--- src/rtl/sar_rd_pkg.sv ---
package sar_rd_pkg;
  typedef enum logic [1:0] {
    ST_IDLE  = 2'd0,
    ST_FRAME = 2'd1,
    ST_QUIET = 2'd2
  } rd_state_e;
endpackage

--- src/rtl/sar_sclk_tick.sv ---
module sar_sclk_tick #(
  parameter int HALF_DIV = 3
) (
  input  logic clk_i,
  input  logic rst_ni,
  input  logic run_i,
  output logic tick_o
);
  generate
    if (HALF_DIV == 1) begin : g_every
      assign tick_o = run_i;
    end else begin : g_div
      localparam int CW = $clog2(HALF_DIV);
      localparam logic [CW-1:0] LAST = CW'(HALF_DIV - 1);
      logic [CW-1:0] cnt_q;
      always_ff @(posedge clk_i or negedge rst_ni) begin
        if (!rst_ni)              cnt_q <= '0;
        else if (!run_i)          cnt_q <= '0;
        else if (cnt_q == LAST)   cnt_q <= '0;
        else                      cnt_q <= cnt_q + 1'b1;
      end
      assign tick_o = run_i && (cnt_q == LAST);
    end
  endgenerate
endmodule

--- src/rtl/sar_rx_shift.sv ---
module sar_rx_shift #(
  parameter int DATA_W = 12,
  parameter int LEAD_W = 3
) (
  input  logic              clk_i,
  input  logic              rst_ni,
  input  logic              cap_i,
  input  logic              bit_i,
  output logic [DATA_W-1:0] data_o,
  output logic              lead_err_o
);
  localparam int SH_W = DATA_W + LEAD_W;
  logic [SH_W-1:0] sh_q;

  always_ff @(posedge clk_i or negedge rst_ni) begin
    if (!rst_ni)    sh_q <= '0;
    else if (cap_i) sh_q <= {sh_q[SH_W-2:0], bit_i};
  end

  assign data_o     = sh_q[DATA_W-1:0];
  assign lead_err_o = |sh_q[SH_W-1:DATA_W];
endmodule

--- src/rtl/sar_adc_reader.sv ---
module sar_adc_reader
  import sar_rd_pkg::*;
#(
  parameter int DATA_W    = 12,
  parameter int HALF_DIV  = 3,
  parameter int QUIET_CYC = 24,
  parameter int PD_FALLS  = 4
) (
  input  logic              clk_i,
  input  logic              rst_ni,
  input  logic              start_i,
  input  logic              pdown_i,
  input  logic              ready_i,
  input  logic              sdata_i,
  output logic              sclk_o,
  output logic              cs_no,
  output logic              busy_o,
  output logic              valid_o,
  output logic [DATA_W-1:0] data_o,
  output logic              err_o
);
  localparam int LEAD_W      = 3;
  localparam int FRAME_FALLS = DATA_W + LEAD_W + 1;
  localparam int FC_W        = $clog2(FRAME_FALLS + 1);
  localparam int QC_W        = $clog2(QUIET_CYC + 1);
  localparam logic [FC_W-1:0] END_NORM = FC_W'(FRAME_FALLS);
  localparam logic [FC_W-1:0] END_PD   = FC_W'(PD_FALLS);
  localparam logic [QC_W-1:0] Q_LAST   = QC_W'(QUIET_CYC - 1);

  rd_state_e         st_q;
  logic              sclk_q, cs_q;
  logic              pd_q, dummy_q, pend_q, need_dummy_q;
  logic [FC_W-1:0]   fall_cnt_q;
  logic [QC_W-1:0]   qcnt_q;
  logic [DATA_W-1:0] data_q;
  logic              err_q, valid_q;

  logic              tick, cap, accept;
  logic [FC_W-1:0]   end_cnt;
  logic [DATA_W-1:0] rx_data;
  logic              rx_err;

  sar_sclk_tick #(.HALF_DIV(HALF_DIV)) u_tick (
    .clk_i (clk_i),
    .rst_ni(rst_ni),
    .run_i (st_q == ST_FRAME),
    .tick_o(tick)
  );

  assign end_cnt = pd_q ? END_PD : END_NORM;
  assign accept  = (st_q == ST_IDLE) && start_i && !valid_q;
  // capture on the edge that drives SCLK low, skipping the first fall
  assign cap = tick && (st_q == ST_FRAME) && sclk_q &&
               (fall_cnt_q != end_cnt) && (fall_cnt_q != '0);

  sar_rx_shift #(.DATA_W(DATA_W), .LEAD_W(LEAD_W)) u_rx (
    .clk_i     (clk_i),
    .rst_ni    (rst_ni),
    .cap_i     (cap),
    .bit_i     (sdata_i),
    .data_o    (rx_data),
    .lead_err_o(rx_err)
  );

  always_ff @(posedge clk_i or negedge rst_ni) begin
    if (!rst_ni) begin
      st_q         <= ST_IDLE;
      sclk_q       <= 1'b1;
      cs_q         <= 1'b1;
      pd_q         <= 1'b0;
      dummy_q      <= 1'b0;
      pend_q       <= 1'b0;
      need_dummy_q <= 1'b1;
      fall_cnt_q   <= '0;
      qcnt_q       <= '0;
      data_q       <= '0;
      err_q        <= 1'b0;
      valid_q      <= 1'b0;
    end else begin
      if (valid_q && ready_i) valid_q <= 1'b0;
      unique case (st_q)
        ST_IDLE: begin
          if (accept) begin
            st_q       <= ST_FRAME;
            cs_q       <= 1'b0;
            sclk_q     <= 1'b1;
            fall_cnt_q <= '0;
            pd_q       <= pdown_i;
            dummy_q    <= !pdown_i && need_dummy_q;
          end
        end
        ST_FRAME: begin
          if (tick) begin
            if (!sclk_q) begin
              sclk_q <= 1'b1;
            end else if (fall_cnt_q == end_cnt) begin
              cs_q   <= 1'b1;
              st_q   <= ST_QUIET;
              qcnt_q <= '0;
              if (pd_q) begin
                need_dummy_q <= 1'b1;
                pend_q       <= 1'b0;
              end else if (dummy_q) begin
                need_dummy_q <= 1'b0;
                pend_q       <= 1'b1;
              end else begin
                data_q  <= rx_data;
                err_q   <= rx_err;
                valid_q <= 1'b1;
                pend_q  <= 1'b0;
              end
            end else begin
              sclk_q     <= 1'b0;
              fall_cnt_q <= fall_cnt_q + 1'b1;
            end
          end
        end
        ST_QUIET: begin
          if (qcnt_q == Q_LAST) begin
            if (pend_q) begin
              st_q       <= ST_FRAME;
              cs_q       <= 1'b0;
              sclk_q     <= 1'b1;
              fall_cnt_q <= '0;
              pd_q       <= 1'b0;
              dummy_q    <= 1'b0;
              pend_q     <= 1'b0;
            end else begin
              st_q <= ST_IDLE;
            end
          end else begin
            qcnt_q <= qcnt_q + 1'b1;
          end
        end
        default: st_q <= ST_IDLE;
      endcase
    end
  end

  assign sclk_o  = sclk_q;
  assign cs_no   = cs_q;
  assign busy_o  = (st_q != ST_IDLE);
  assign valid_o = valid_q;
  assign data_o  = data_q;
  assign err_o   = err_q;

  // independent count of SCLK falls seen at the pins
  logic            sclk_d;
  logic [FC_W-1:0] chk_falls;
  always_ff @(posedge clk_i or negedge rst_ni) begin
    if (!rst_ni) begin
      sclk_d    <= 1'b1;
      chk_falls <= '0;
    end else begin
      sclk_d <= sclk_o;
      if (cs_no)                 chk_falls <= '0;
      else if (sclk_d && !sclk_o) chk_falls <= chk_falls + 1'b1;
    end
  end

  assert_fall_count_R2: assert property (@(posedge clk_i) disable iff (!rst_ni)
    $rose(cs_no) |-> (chk_falls == END_NORM || chk_falls == END_PD));

  assert_sclk_park_R3: assert property (@(posedge clk_i) disable iff (!rst_ni)
    cs_no |-> sclk_o);

  assert_hold_R9: assert property (@(posedge clk_i) disable iff (!rst_ni)
    (valid_o && !ready_i) |=> (valid_o && $stable(data_o) && $stable(err_o)));

  assert_cs_idle_R10: assert property (@(posedge clk_i) disable iff (!rst_ni)
    !busy_o |-> cs_no);

  assert_no_start_pending_R9: assert property (@(posedge clk_i) disable iff (!rst_ni)
    (valid_o && !busy_o) |=> !busy_o);
endmodule

--- config.mk ---
export PLATFORM = sky130hd
export DESIGN_NAME = sar_adc_reader
export DESIGN_NICKNAME = d
export VERILOG_FILES = /design/src/rtl/sar_rd_pkg.sv /design/src/rtl/sar_sclk_tick.sv /design/src/rtl/sar_rx_shift.sv /design/src/rtl/sar_adc_reader.sv
export SDC_FILE = /design/constraint.sdc
export NUM_CORES = 1
export LEC_CHECK = 0
export ABC_AREA = 0
export ABC_CLOCK_PERIOD_IN_PS = 3200
export BUFFER_PORTS_ARGS = -buffer_cell sky130_fd_sc_hd__buf_2
export CORE_MARGIN = 5
export CORE_UTILIZATION = 39
export CTS_CLUSTER_SIZE = 12
export DETAILED_ROUTE_END_ITERATION = 6
export PLACE_DENSITY = 0.59
export RECOVER_POWER = 50
export SLEW_MARGIN = 20
export SYNTH_ARGS = -nofsm -noshare
export SYNTH_HDL_FRONTEND = slang
export SYNTH_SLANG_ARGS = --single-unit
--- constraint.sdc ---
create_clock -name clk_i -period 3.2 [get_ports clk_i]
set_input_delay 0.64 -clock clk_i [delete_from_list [all_inputs] [get_ports clk_i]]
set_output_delay 0.64 -clock clk_i [all_outputs]
set_load 0.005 [all_outputs]
==> reports/results.md <==
| Quantity | Value |
| --- | --- |
| Outcome | finished, final reports clean |
| Relative slew slack | 0.141 |
| Hold-critical path depth | 1 |
| Iter 0 DRT Violations | 47 |
| Sequential cell area fraction in the yosys report | 0.563 |
| Synth cell types | 42 |
| Share of power burned in combinational logic | 0.019 |
| Switching fraction of total power | 0.204 |
| Area growth, synth to finish | 12.3% |
| Worst endpoint data arrival time | 2.49 ns |
| Final Hold Vio Count | 0 |
| Syn nets | 182 |
| Worst hold slack across all endpoints | 0.485 ns |
| Net switching power of the design | 0.222 mW |
| Post-detailed-route wirelength per cell | 13.5 um |
| Clk pin slew, worst setup/hold paths | 0.09 ns |
| Crit Path Class | reg -> reg |
| Most common cell after layout, fill and taps aside | sky130_fd_sc_hd__dfrtp_1 |
| Part of the total power dissipated in the clock network | 0.403 |
| Minimum clock period | 2.30 ns |
| Drt total wl | 3680 um |
| Worst ir drop on vdd | 164 uV |
| Final non-filler cell total | 272 |
| First-pass GRT wire length | 6610 um |
| Total Die Area | 7190 um^2 |
| Setup repair after global routing missed its margin | no |
| Total design power | 1.09 mW |
| Synthesis Warnings | 0 |
| Kind of end point of the critical path | register |
| Static leakage | 1.20 nW |
| Effective utilization at floorplan | 0.399 |
| Total vias in the final route | 1361 |
| Initial DRT Pass Iterations | 4 |
| Buffer count from post-CTS setup fixing | 0 |
| Height of the chip | 84.8 um |
| Highest-count cells in the layout ignoring fill and taps | sky130_fd_sc_hd__dfrtp_1 (46), sky130_fd_sc_hd__mux2_2 (19), sky130_fd_sc_hd__buf_2 (19) |
| Pin count of the biggest net entering global routing | 27 |
| Launch point of the critical path | pd_q$_DFFE_PN0P_ |
| Placeable core region | 5470 um^2 |
| Number of violations of the max-capacitance limit | 0 |
| Via count of the first global-routing pass | 1387 |
| I/O pin cnt | 23 |
| CTS sink cnt | 49 |
| Worst hold path startpoint | u_tick.g_div.cnt_q[0]$_DFF_PN0_ |
| Post-cts sizing count | 0 |
| Number of buffer cells added on primary ports | 22 |
| Number of vias per cell after detailed routing | 5.00 |
| Final setup violation count | 0 |
| Total Nets Final | 208 |
| Number of antenna violations at the first check in global routing | 0 |
| CTS tree | done |
| Standard-cell row count | 27 |
| Half-perimeter wire length after placement | 2630 um |
| Min-delay worst type | reg -> reg |
| Data required, critical path | 3.39 ns |
| ANT cells | 0 |
| Number of remaining DRC errors | 0 |
| Crit Path Max Fanout | 14 |
| H-tree Lvls | 2 |
| Slew @ Worst Pin | 1.29 ns |
| Combined area of all synthesized cells | 2180 um^2 |
| F_max | 435 MHz |
| Final cycle utilization of the critical path | 0.718 |
| Global placement routability congestion | 0.752 |
| #FFs+latches synth | 49 |
| Overall fraction of global-route tracks in use | 0.114 |
| Share of power burned in registers | 0.577 |
| Placed cell count | 264 |
| Synthesized instance count | 173 |
| Cell Int Power | 0.865 mW |
| Total congestion overflow after global routing | 0 |
| Cts bufs inserted | 5 |
| Setup TNS | 0 ns |
| Cell area after placement | 2360 um^2 |
| Startpoint Class | register |
| Library cell used as clock root buffer | sky130_fd_sc_hd__clkbuf_8 |
| Number of slew-limit violations in the final report | 0 |
| Critical register-to-register path startpoint | pd_q$_DFFE_PN0P_ |
| PD cells | 444 nW/um^2 |
| Synthesized area per cell | 12.6 um^2 |
| Post-DRT Antenna Nets | 0 |
| Number of hold buffers added after cts | 0 |
| Post-Route Skew | 0.00726 ns |
| Horizontal extent of the die | 84.8 um |
| Final standard cell area without fillers | 2450 um^2 |
| Share of final-layout standard cells stronger than drive strength 1 | 0.335 |
| Worst-skew pair later-pin latency | 0.30 ns |
| Worst R2R Path Depth | 5 |
| Maximum number of buffers from clock root to sink | 2 |
## Yosys cell counts (all sizes together)
library cell	instances	area, um^2
and3	1	6.26
nor3b	1	12.5
o211ai	1	7.51
nor3	1	5.00
nor2	12	55.1
xor2	4	35.0
inv	6	22.5
nand2b	3	18.8
buf	3	30.0
o32ai	1	8.76
nand4b	2	17.5
or3	1	6.26
mux2i	2	20.0
nand4	2	12.5
a22oi	1	12.5
o31ai	1	7.51
a22o	1	8.76
dfstp	3	78.8
o21ai	8	51.3
nor2b	3	18.8
or4	2	15.0
dfrtp	46	1150
o22ai	1	6.26
mux2	28	349
clkbuf	1	3.75
and2b	1	7.51
a21oi	5	32.5
and3b	2	21.3
nand3	5	25.0
nand2	18	72.6
ha	3	37.5
a31oi	1	6.26
nand3b	1	7.51
and2	2	12.5
## sequential cells by signal, summed over array words and instances, names as in the netlist, 2 cells and up
register            flops
qcnt_q                  5
u_rx.sh_q              15
u_tick.g_div.cnt_q      2
data_o                 12
fall_cnt_q              5
st_q                    2
## cell type report
class | instances | area [um^2]
Clock inverter | 2 | 38.8
Inverter | 6 | 22.5
Sequential cell | 49 | 1230
Multi-Input combinational cell | 114 | 886
Timing Repair Buffer | 23 | 111
Fill cell | 555 | 3020
Clock buffer | 6 | 72.6
Tap cell | 72 | 90.1
## critical path, stage by stage, from the launching register on
cell and delay, ns:
sky130_fd_sc_hd__dfrtp_1 0.48, sky130_fd_sc_hd__and3b_4 0.21, sky130_fd_sc_hd__o21ai_0 0.57, sky130_fd_sc_hd__nor2_4 0.17, sky130_fd_sc_hd__nand2_2 0.37, sky130_fd_sc_hd__mux2_2 0.38
## power groups by stage
stage | clock [mW] | sequential [mW] | combinational [mW]
detailed placement | 0 | 0.640 | 0.0231
CTS | 0.452 | 0.628 | 0.0230
floorplan | 0 | 0.639 | 0.00582
global route | 0.482 | 0.629 | 0.0252
global placement | 0 | 0.640 | 0.0230
finish | 0.439 | 0.628 | 0.0210
## metrics by stage
stage | worst slack, ns | utilization
6_report | 0.901 | 0.448
5_1_grt | 0.739 | 0.448
4_1_cts | 1.05 | 0.451
3_5_place_dp | 1.04 | 0.431
3_3_place_gp | 1.03 | 0.431
2_1_floorplan | 1.36 | -
## kinds of logic after synthesis
group	synth area share
muxes	0.169
and+or+nand+nor	0.144
xor gates and xnor gates	0.0160
buffers and inverters	0.0258
AOI/OAI and AO/OA	0.0648
DFF	0.563
adders and majority gates	0.0172
## worst paths after layout
kind | to | slack (ns)
max | data_o[8]$_DFFE_PN0P_ | 0.90
min | u_tick.g_div.cnt_q[0]$_DFF_PN0_ | 0.48
max reg2reg | data_o[8]$_DFFE_PN0P_ | 0.90
min reg2reg | u_tick.g_div.cnt_q[0]$_DFF_PN0_ | 0.48
max in group asynchronous | fall_cnt_q[2]$_DFFE_PN0P_ | 1.34
min in group asynchronous | st_q[1]$_DFFE_PN0P_ | 0.60
## routing by layer
layer,global-route usage,wire length (um)
met1,0.157,1740
met2,0.172,1730
met3,0.0243,127
met4,0.0518,73
met5,0,0
Note: power is estimated with default switching activity, not from simulation.
